[config.mk]
export PLATFORM = sky130hd
export DESIGN_NAME = byte_op_fetch_decode
export DESIGN_NICKNAME = d
export VERILOG_FILES = /design/src/rtl/opdec_pkg.sv /design/src/rtl/opdec_main.sv /design/src/rtl/opdec_ext.sv /design/src/rtl/byte_op_fetch_decode.sv
export SDC_FILE = /design/constraint.sdc
export NUM_CORES = 1
export LEC_CHECK = 0
export ABC_AREA = 1
export BUFFER_PORTS_ARGS = -buffer_cell sky130_fd_sc_hd__buf_2
export CAP_MARGIN = 20
export CORE_ASPECT_RATIO = 1.75
export CORE_MARGIN = 8
export CORE_UTILIZATION = 35
export CTS_CLUSTER_SIZE = 12
export DETAILED_ROUTE_END_ITERATION = 16
export PLACE_DENSITY = 0.62
export REMOVE_ABC_BUFFERS = 1
export SKIP_CTS_REPAIR_TIMING = 1
export SYNTH_ARGS = -nofsm -noshare
export SYNTH_HDL_FRONTEND = slang
export SYNTH_SLANG_ARGS = --single-unit
[constraint.sdc]
create_clock -name clk -period 2.7 [get_ports clk]
set_clock_uncertainty 0.1 [all_clocks]
set_input_delay 0.135 -clock clk [delete_from_list [all_inputs] [get_ports clk]]
set_output_delay 0.135 -clock clk [all_outputs]
set_load 0.005 [all_outputs]
[src/rtl/opdec_pkg.sv]
package opdec_pkg;

  typedef enum logic [4:0] {
    C_NOP, C_MISC, C_LD_RR, C_LD8_IMM, C_LD16_IMM, C_LD_IND, C_LD_ABS,
    C_LD_HPI, C_LD_HPC, C_LD_SP, C_ALU, C_ALU_IMM, C_INC8, C_INC16,
    C_ADD16, C_SP_ADJ, C_JR, C_JP, C_CALL, C_RET, C_RST, C_PUSH, C_POP,
    C_ACC, C_CB_SH, C_CB_BIT, C_CB_RES, C_CB_SET
  } op_class_e;

  typedef enum logic [2:0] {
    IM_NONE, IM_U8, IM_S8, IM_HP, IM_HPC, IM_U16
  } imm_mode_e;

  localparam logic [2:0] COND_ALWAYS = 3'd4;

  typedef struct packed {
    op_class_e  cls;
    logic [2:0] ysel;
    logic [2:0] zsel;
    logic [1:0] pair;
    logic [2:0] cond;
    imm_mode_e  imode;
    logic [7:0] fixed;
    logic [4:0] cycles;
    logic       prefix;
    logic       illegal;
  } dec_rec_t;

  function automatic logic [1:0] operand_bytes(input imm_mode_e m);
    case (m)
      IM_U8, IM_S8, IM_HP: operand_bytes = 2'd1;
      IM_U16:              operand_bytes = 2'd2;
      default:             operand_bytes = 2'd0;
    endcase
  endfunction

endpackage

[src/rtl/opdec_main.sv]
module opdec_main
  import opdec_pkg::*;
(
  input  logic [7:0] op,
  output dec_rec_t   rec
);
  logic [1:0] x;
  logic [2:0] y;
  logic [2:0] z;
  logic [1:0] p;
  logic       q;

  assign x = op[7:6];
  assign y = op[5:3];
  assign z = op[2:0];
  assign p = y[2:1];
  assign q = y[0];

  always_comb begin
    rec         = '0;
    rec.cls     = C_NOP;
    rec.ysel    = y;
    rec.zsel    = z;
    rec.pair    = p;
    rec.cond    = COND_ALWAYS;
    rec.imode   = IM_NONE;
    rec.cycles  = 5'd4;
    unique case (x)
      2'd0: begin
        unique case (z)
          3'd0: begin
            if (y == 3'd0) rec.cls = C_NOP;
            else if (y == 3'd1) begin
              rec.cls = C_LD_SP; rec.imode = IM_U16; rec.cycles = 5'd20;
            end else if (y == 3'd2) rec.cls = C_MISC;
            else begin
              rec.cls = C_JR; rec.imode = IM_S8; rec.cycles = 5'd12;
              rec.cond = y[2] ? {1'b0, y[1:0]} : COND_ALWAYS;
            end
          end
          3'd1: begin
            if (q) begin rec.cls = C_ADD16; rec.cycles = 5'd8; end
            else begin rec.cls = C_LD16_IMM; rec.imode = IM_U16; rec.cycles = 5'd12; end
          end
          3'd2: begin rec.cls = C_LD_IND; rec.cycles = 5'd8; end
          3'd3: begin rec.cls = C_INC16; rec.cycles = 5'd8; end
          3'd4, 3'd5: begin
            rec.cls = C_INC8; rec.cycles = (y == 3'd6) ? 5'd12 : 5'd4;
          end
          3'd6: begin
            rec.cls = C_LD8_IMM; rec.imode = IM_U8;
            rec.cycles = (y == 3'd6) ? 5'd12 : 5'd8;
          end
          default: rec.cls = C_ACC;
        endcase
      end
      2'd1: begin
        if (y == 3'd6 && z == 3'd6) rec.cls = C_MISC;
        else begin
          rec.cls = C_LD_RR;
          rec.cycles = (y == 3'd6 || z == 3'd6) ? 5'd8 : 5'd4;
        end
      end
      2'd2: begin
        rec.cls = C_ALU; rec.cycles = (z == 3'd6) ? 5'd8 : 5'd4;
      end
      default: begin
        unique case (z)
          3'd0: begin
            if (!y[2]) begin
              rec.cls = C_RET; rec.cond = {1'b0, y[1:0]}; rec.cycles = 5'd8;
            end else if (y == 3'd4 || y == 3'd6) begin
              rec.cls = C_LD_HPI; rec.imode = IM_HP; rec.cycles = 5'd12;
            end else begin
              rec.cls = C_SP_ADJ; rec.imode = IM_S8;
              rec.cycles = (y == 3'd5) ? 5'd16 : 5'd12;
            end
          end
          3'd1: begin
            if (!q) begin rec.cls = C_POP; rec.cycles = 5'd12; end
            else begin
              unique case (p)
                2'd0, 2'd1: begin rec.cls = C_RET; rec.cycles = 5'd16; end
                2'd2:       rec.cls = C_JP;
                default:    begin rec.cls = C_LD_SP; rec.cycles = 5'd8; end
              endcase
            end
          end
          3'd2: begin
            if (!y[2]) begin
              rec.cls = C_JP; rec.cond = {1'b0, y[1:0]};
              rec.imode = IM_U16; rec.cycles = 5'd12;
            end else if (y == 3'd4 || y == 3'd6) begin
              rec.cls = C_LD_HPC; rec.imode = IM_HPC; rec.cycles = 5'd8;
            end else begin
              rec.cls = C_LD_ABS; rec.imode = IM_U16; rec.cycles = 5'd16;
            end
          end
          3'd3: begin
            if (y == 3'd0) begin
              rec.cls = C_JP; rec.imode = IM_U16; rec.cycles = 5'd16;
            end else if (y == 3'd1) rec.prefix = 1'b1;
            else if (y == 3'd6 || y == 3'd7) rec.cls = C_MISC;
            else rec.illegal = 1'b1;
          end
          3'd4: begin
            if (!y[2]) begin
              rec.cls = C_CALL; rec.cond = {1'b0, y[1:0]};
              rec.imode = IM_U16; rec.cycles = 5'd12;
            end else rec.illegal = 1'b1;
          end
          3'd5: begin
            if (!q) begin rec.cls = C_PUSH; rec.cycles = 5'd16; end
            else if (p == 2'd0) begin
              rec.cls = C_CALL; rec.imode = IM_U16; rec.cycles = 5'd24;
            end else rec.illegal = 1'b1;
          end
          3'd6: begin
            rec.cls = C_ALU_IMM; rec.imode = IM_U8; rec.cycles = 5'd8;
          end
          default: begin
            rec.cls = C_RST; rec.fixed = {2'b00, y, 3'b000}; rec.cycles = 5'd16;
          end
        endcase
      end
    endcase
  end
endmodule

[src/rtl/opdec_ext.sv]
module opdec_ext
  import opdec_pkg::*;
(
  input  logic [7:0] op,
  output dec_rec_t   rec
);
  logic [1:0] x;
  logic       mem_operand;

  assign x           = op[7:6];
  assign mem_operand = (op[2:0] == 3'd6);

  always_comb begin
    rec        = '0;
    rec.ysel   = op[5:3];
    rec.zsel   = op[2:0];
    rec.pair   = op[5:4];
    rec.cond   = COND_ALWAYS;
    rec.imode  = IM_NONE;
    rec.prefix = 1'b1;
    unique case (x)
      2'd0:    rec.cls = C_CB_SH;
      2'd1:    rec.cls = C_CB_BIT;
      2'd2:    rec.cls = C_CB_RES;
      default: rec.cls = C_CB_SET;
    endcase
    if (!mem_operand)    rec.cycles = 5'd8;
    else if (x == 2'd1)  rec.cycles = 5'd12;
    else                 rec.cycles = 5'd16;
  end
endmodule

[src/rtl/byte_op_fetch_decode.sv]
module byte_op_fetch_decode
  import opdec_pkg::*;
#(
  parameter int         ADDR_W  = 16,
  parameter logic [7:0] HI_PAGE = 8'hFF
) (
  input  logic              clk,
  input  logic              rst_n,
  output logic              mem_rd,
  output logic [ADDR_W-1:0] mem_addr,
  input  logic [7:0]        mem_rdata,
  output logic              dec_valid,
  input  logic              dec_accept,
  output logic [4:0]        dec_class,
  output logic              dec_prefixed,
  output logic [2:0]        dec_ysel,
  output logic [2:0]        dec_zsel,
  output logic [1:0]        dec_pair,
  output logic [2:0]        dec_cond,
  output logic [15:0]       dec_imm,
  output logic [4:0]        dec_cycles,
  output logic              illegal_op
);
  localparam logic [ADDR_W-1:0] PC_ONE = {{(ADDR_W-1){1'b0}}, 1'b1};

  typedef enum logic [2:0] {ST_OP, ST_CB, ST_LO, ST_HI, ST_OUT} seq_e;

  seq_e              state_q, state_d;
  logic              pend_q, pend_d;
  logic [ADDR_W-1:0] pc_q, pc_d;
  dec_rec_t          rec_q, rec_d;
  logic [7:0]        lo_q, lo_d, hi_q, hi_d;
  logic              ill_q, ill_d;
  dec_rec_t          main_rec, ext_rec;

  opdec_main u_main (.op(mem_rdata), .rec(main_rec));
  opdec_ext  u_ext  (.op(mem_rdata), .rec(ext_rec));

  assign mem_rd   = !pend_q && (state_q != ST_OUT);
  assign mem_addr = pc_q;

  always_comb begin
    state_d = state_q;
    pend_d  = pend_q;
    pc_d    = pc_q;
    rec_d   = rec_q;
    lo_d    = lo_q;
    hi_d    = hi_q;
    ill_d   = 1'b0;
    if (mem_rd) begin
      pc_d   = pc_q + PC_ONE;
      pend_d = 1'b1;
    end else if (pend_q) begin
      pend_d = 1'b0;
      unique case (state_q)
        ST_OP: begin
          rec_d = main_rec;
          if (main_rec.prefix)       state_d = ST_CB;
          else if (main_rec.illegal) begin ill_d = 1'b1; state_d = ST_OP; end
          else if (operand_bytes(main_rec.imode) == 2'd0) state_d = ST_OUT;
          else                       state_d = ST_LO;
        end
        ST_CB: begin rec_d = ext_rec; state_d = ST_OUT; end
        ST_LO: begin
          lo_d    = mem_rdata;
          state_d = (operand_bytes(rec_q.imode) == 2'd2) ? ST_HI : ST_OUT;
        end
        ST_HI: begin hi_d = mem_rdata; state_d = ST_OUT; end
        default: ;
      endcase
    end else if (state_q == ST_OUT && dec_accept) begin
      state_d = ST_OP;
    end
  end

  always_ff @(posedge clk or negedge rst_n) begin
    if (!rst_n) begin
      state_q <= ST_OP;
      pend_q  <= 1'b0;
      pc_q    <= '0;
      rec_q   <= '0;
      lo_q    <= '0;
      hi_q    <= '0;
      ill_q   <= 1'b0;
    end else begin
      state_q <= state_d;
      pend_q  <= pend_d;
      pc_q    <= pc_d;
      rec_q   <= rec_d;
      lo_q    <= lo_d;
      hi_q    <= hi_d;
      ill_q   <= ill_d;
    end
  end

  always_comb begin
    unique case (rec_q.imode)
      IM_U8:   dec_imm = {8'h00, lo_q};
      IM_S8:   dec_imm = {{8{lo_q[7]}}, lo_q};
      IM_HP:   dec_imm = {HI_PAGE, lo_q};
      IM_HPC:  dec_imm = {HI_PAGE, 8'h00};
      IM_U16:  dec_imm = {hi_q, lo_q};
      default: dec_imm = {8'h00, rec_q.fixed};
    endcase
  end

  assign dec_valid    = (state_q == ST_OUT);
  assign dec_class    = rec_q.cls;
  assign dec_prefixed = rec_q.prefix;
  assign dec_ysel     = rec_q.ysel;
  assign dec_zsel     = rec_q.zsel;
  assign dec_pair     = rec_q.pair;
  assign dec_cond     = rec_q.cond;
  assign dec_cycles   = rec_q.cycles;
  assign illegal_op   = ill_q;


  pc_step_chk: assert property (@(posedge clk) disable iff (!rst_n)
    mem_rd |=> pc_q == $past(pc_q) + PC_ONE);

  rec_hold_chk: assert property (@(posedge clk) disable iff (!rst_n)
    dec_valid && !dec_accept |=> dec_valid && $stable(dec_imm) && $stable(dec_class));

  no_fetch_while_valid_chk: assert property (@(posedge clk) disable iff (!rst_n)
    dec_valid |-> !mem_rd);

  illegal_pulse_chk: assert property (@(posedge clk) disable iff (!rst_n)
    illegal_op |=> !illegal_op);

  illegal_no_rec_chk: assert property (@(posedge clk) disable iff (!rst_n)
    illegal_op |-> !dec_valid);

  valid_legal_chk: assert property (@(posedge clk) disable iff (!rst_n)
    dec_valid |-> !rec_q.illegal);
endmodule

**Word-level counts from Yosys, hierarchy flattened**

Cells that the tools add are included.

- Flip-flop bits (word level): 70
- Output and inout bits: 57

- $add $sub $neg: 1
- Bitwise gates (word level): 1
- Multiplexer cells: 103
- Equal/unequal tests: 32
- Reduce and logical (&&, ||, !) cells: 29

Operators by type and width:

| kind | number |
|---|---|
| $mux W5 | 24 |
| $pmux W16 S5 | 1 |
| $pmux W5 S7 | 2 |
| $pmux W34 S2 | 1 |
| $mux W3 | 19 |
| $eq A3 B3 Y1 const B | 11 |
| $mux W4 | 8 |
| $mux W6 | 5 |
| $pmux W5 S3 | 2 |
| $pmux W5 S6 | 1 |
| $eq A3 B2 Y1 const B | 9 |
| $pmux W5 S5 | 1 |
| $mux W2 | 11 |
| $pmux W5 S2 | 2 |
| $pmux W3 S3 | 2 |
| $pmux W3 S6 | 1 |
| $mux W1 | 17 |
| $add A16 B1 Y16 const B | 1 |
| $eq A3 B1 Y1 const B | 5 |
| $pmux W6 S2 | 1 |
| $reduce_and A3 Y1 | 4 |
| $reduce_or A2 Y1 | 6 |
| $logic_not A3 Y1 | 3 |
| $reduce_or A3 Y1 | 3 |
| 15 further kinds | 26 |

**Logic depth before layout (Yosys ltp)**

- Depth in word-level cells: 20
- Mapped depth: 15
- Depth with buffers taken out: 14

**Modules after synthesis**

From an unflattened synthesis, not the netlist that was laid out.

- Cells, all modules: 742
- Area total of the unflattened synthesis: 5061.1 um^2

By module, submodules not included:

| module | times used | cells each | seq. area each (um^2) | area each (um^2) |
|---|---|---|---|---|
| byte_op_fetch_decode | 1 | 487 | 1751.7 | 3764.9 |
| opdec_main | 1 | 211 | 0.0 | 1021.0 |
| opdec_ext | 1 | 44 | 0.0 | 275.3 |

**Least setup slack after synthesis**

Ideal clock, no wire load.

- Path type: reg-to-reg
- Start: register pc_q[1] (netlist: mem_addr[1])
- End: register pc_q[14] (netlist: mem_addr[14])
- Data required time: 2.477 ns
- Stages on the path, launching flop included: 8
- Arrival time: 1.303 ns
- Buffers on the path: 0
- Path slack: 1.174 ns
- Setup time: 0.123 ns
- Period minus slack after synthesis: 1.526 ns
- Path through: dfrtp_1 -> ha_1 -> nand2_1 -> inv_1 -> nand3_1 -> nor3_1 -> nand3_1 -> xnor2_1

- Word-level cells in the longest chain between the ends: 1

Ends and longest elaborated chain:

| what | line | RTL |
|---|---|---|
| start: declaration | byte_op_fetch_decode.sv:30 | `logic [ADDR_W-1:0] pc_q, pc_d;` |
| start signal: assignment | byte_op_fetch_decode.sv:88 | `pc_q <= pc_d;` |
| $add A16 B1 Y16 | byte_op_fetch_decode.sv:51 | `pc_d = pc_q + PC_ONE;` |

Every way passes these cells.
A chain may end at the register's enable or synchronous reset.

**Final worst setup path**

- Start: register state_q[2]
- End: register rec_q (netlist bit dec_class[4])

- Word-level cells in the longest chain between the ends: 4
- Elaborated cells on any way between the ends: 8
- Classes of those cells: eq/ne: 2; mux: 1; bitwise: 1; reduce/logical: 4

Ends and longest elaborated chain:

| what | line | RTL |
|---|---|---|
| start: declaration | byte_op_fetch_decode.sv:28 | `seq_e state_q, state_d;` |
| start signal: assignment | byte_op_fetch_decode.sv:86 | `state_q <= state_d;` |
| $ne A3 B3 Y1 | byte_op_fetch_decode.sv:39 | `assign mem_rd = !pend_q && (state_q != ST_OUT);` |
| $logic_and A1 B1 Y1 | byte_op_fetch_decode.sv:39 |  |
| $not A1 Y1 (no source line) | n/a |  |
| $reduce_and A3 Y1 (no source line) | n/a |  |
| end signal: assignment | byte_op_fetch_decode.sv:89 | `rec_q <= rec_d;` |
| end: declaration | byte_op_fetch_decode.sv:31 | `dec_rec_t rec_q, rec_d;` |

Several ways; a longest one is shown, not always the timed one. The select of a mux whose other input is x is not followed.

==> results.cfg <==
[die]
core_sq_um = 10600
num_io_pins = 68
start_util = 0.354
core.rowCount = 50
die_area_sq_um = 14400
fp.dieH_um = 153
die_w_um = 94.2

[worst_setup_path]
setup.worst_path.end = dec_class[4]
cpMostUsedCell = inv_1
crit_family = simple AND/OR/NAND/NOR gates
cp_max_fo = 7
timing.rr.start = state_q[2]
cp-end-kind = flip-flop
rr_endpoint = dec_class[4]
crit_chain = inv_1 -> nand2_1 -> nor2_1 -> inv_1 -> a211oi_1 -> a2bb2oi_1
startpoint = state_q[2]
critPathKind = reg2reg
slowest_stage = nor2_1
crit_cells = 6
ff2ff_path_depth = 6
critPathBufInv = 2
r2r_slack_ps = 730
critPathMaxStageDelay_ps = 420
start_kind = flip-flop
worstPathArrival_ps = 2080
required_ps = 2810

[timing]
setup_violations = 0
tightest_slew_ps = 626
finalCritPeriodShare = 0.730
slew_viol_final = 0
tns_ps = 0
rsz0062_at_grt = no
fin_hold_ws_ps = 45.0
finalCriticalPeriod_ps = 1970
relSlewSlack = 0.581
fmax_ghz = 0.507
final_hold_viol_count = 0

[place]
gp_congestion = 0.957
portBuffers = 65
dpl.cell_count = 674
dp_hpwl_um = 9450
place_area_sq_um = 4060

[cts]
cts_buffer_depth = 2
cts.clk_slew.worst_paths_ps = 50
clkSinkCount = 61
cts_tree = yes
h-tree-depth = 3
cts-buffers-inserted = 9
clock_latency_ps = 330
cts_root_buffer = clkbuf_16

[layout]
finalNonFillerCells = 691
fin_area_sq_um = 4360
drive_gt1_frac = 0.189
area_growth_pct = 16.5
fin_nets = 577
n_antenna_cell = 0
n_fill_cell = 1138

[synth]
mappedNetlistArea_sq_um = 3750
synthCells = 505
syn_area_per_cell_sq_um = 7.42
synth_seq_area_share = 0.407
ys_ff_latch = 61
yosysWarnings = 0
synth.distinct_cells = 35

[global_route]
grt_pass1_wl_um = 18800
grt_antenna_before_repair = 0
grt_max_degree = 24
grt_pass1_vias = 3621
grt_use_total = 0.170
grt_overflow = 0

[min_path]
hold_path.class = in2reg
holdPathStages = 3

[route]
wl_per_cell_um = 17.2
ant_nets = 0
routed_wl_um = 11900
dr_total_vias = 3542
drt_iter0_drc = 172
post-route-drc-count = 0
vias_per_cell = 5.13
dr.pass1.iters = 5

[power]
ir_worst_vdd_v = 0.000543
power.share.clock = 0.287
p_seq_frac = 0.360
internal-power_w = 0.00248
p_leak_nw = 2.37
power.density_nw_per_um2 = 902
combPwrFrac = 0.354
switching_power_w = 0.00145
sw_frac_of_total = 0.369

[run_status]
outcome = complete, no violations

[flow_run]
cap_violations = 0
final cells by class:
type                       count  area, sq um  area share
clock buffer                  12          246      0.0565
clock inverter                 4         47.5      0.0109
inverter                      52          195      0.0447
multi-input combinational    360         1800       0.414
sequential                    61         1530       0.350
tap                          130          163      0.0373
timing repair buffer          72          380      0.0872
tightest hold or removal path, delay by kind of cell:
family / cells / cell delay (ps)
buffers and inverters: 1 / 150
and+or+nand+nor: 2 / 140
power by group through the flow:
stage	registers (W)	clock network, W	logic [W]
after CTS	0.00142	0.00116	0.00143
after global routing	0.00146	0.00119	0.00160
after global placement	0.00142	0	0.00140
after floorplan	0.00141	0	0.000782
final	0.00142	0.00113	0.00139
after detailed placement	0.00143	0	0.00142
placed cells by master, fill, tap and decap left out, drive strengths merged, types with 2 or more instances in the layout:
cell type,instances
o2111ai,2
dfrtp,61
o22ai,4
buf,71
xnor2,9
nor3,12
o211ai,3
ha,10
clkinv,2
inv,52
nand3,31
o21ai,43
nand2,158
nor4,2
conb,2
xor2,6
a21oi,13
nand4,7
nor2,48
a2bb2oi,2
clkbuf,12
a31oi,4
per-layer routing:
| layer | wire length, um | global-route usage | vias up |
|---|---|---|---|
| met5 | 0 | 0 | - |
| met1 | 4280 | 0.170 | 1677 |
| met2 | 6470 | 0.307 | 122 |
| li1 | - | - | 1706 |
| met3 | 579 | 0.0422 | 37 |
| met4 | 547 | 0.0913 | 0 |
cell usage after synthesis (all sizes together):
library cell  instances  area (sq um)
inv                  52           195
o21a                  1          7.51
dfrtp                61          1530
a211oi                1          7.51
buf                  30           213
nand3                31           155
conb                  1          3.75
nor2                 48           213
o22ai                 4          25.0
xnor2                 9          78.8
o22a                  1          8.76
o2111ai               2          17.5
clkbuf                3          11.3
a2bb2oi               2          17.5
a22oi                 1          7.51
nand4                 7          43.8
o21ai                43           219
ha                   10           125
o211ai                3          22.5
nand2               158           618
nor4                  2          12.5
a21oi                13          68.8
nor3                 12          71.3
xor2                  6          52.6
a31oi                 4          25.0
how the worst min path moves through the flow:
stage | startpoint | end | slack [ps]
final | mem_rdata[4] | dec_ysel[1] | 40
after global routing | mem_rdata[4] | dec_ysel[1] | 70
after CTS | rst_n | dec_class[0] | -300
after detailed placement | rst_n | dec_class[0] | 50
after global placement | rst_n | mem_addr[12] | 60
after floorplan | rst_n | dec_class[0] | -260
per-stage QoR:
| step | worst slack (ps) | power, W | utilization |
|---|---|---|---|
| 3_5_place_dp | 725 | 0.00285 | 0.384 |
| 3_3_place_gp | 700 | 0.00282 | 0.384 |
| 2_1_floorplan | 628 | 0.00219 | - |
| 4_1_cts | 705 | 0.00400 | 0.412 |
| 6_report | 729 | 0.00394 | 0.413 |
| 5_1_grt | 576 | 0.00425 | 0.413 |
flip-flops by register name (all words and copies together), names as in the netlist:
name	cells
hi_q	8
dec_class	5
dec_cond	3
rec_q	6
illegal_op	1
dec_ysel	3
dec_cycles	3
pend_q	1
lo_q	8
mem_addr	16
dec_prefixed	1
state_q	3
dec_zsel	3
cell families (layout without fill, tap and decap cells):
group	count (synthesis)	count (layout)	synth area share
compound gates	75	75	0.114
xor+xnor	15	15	0.0351
fa+ha+maj	10	10	0.0334
buf+inv	85	140	0.112
flops	61	61	0.407
other cells	1	2	0.00100
simple gates	258	258	0.297
Power figures use the tool's default switching activity.
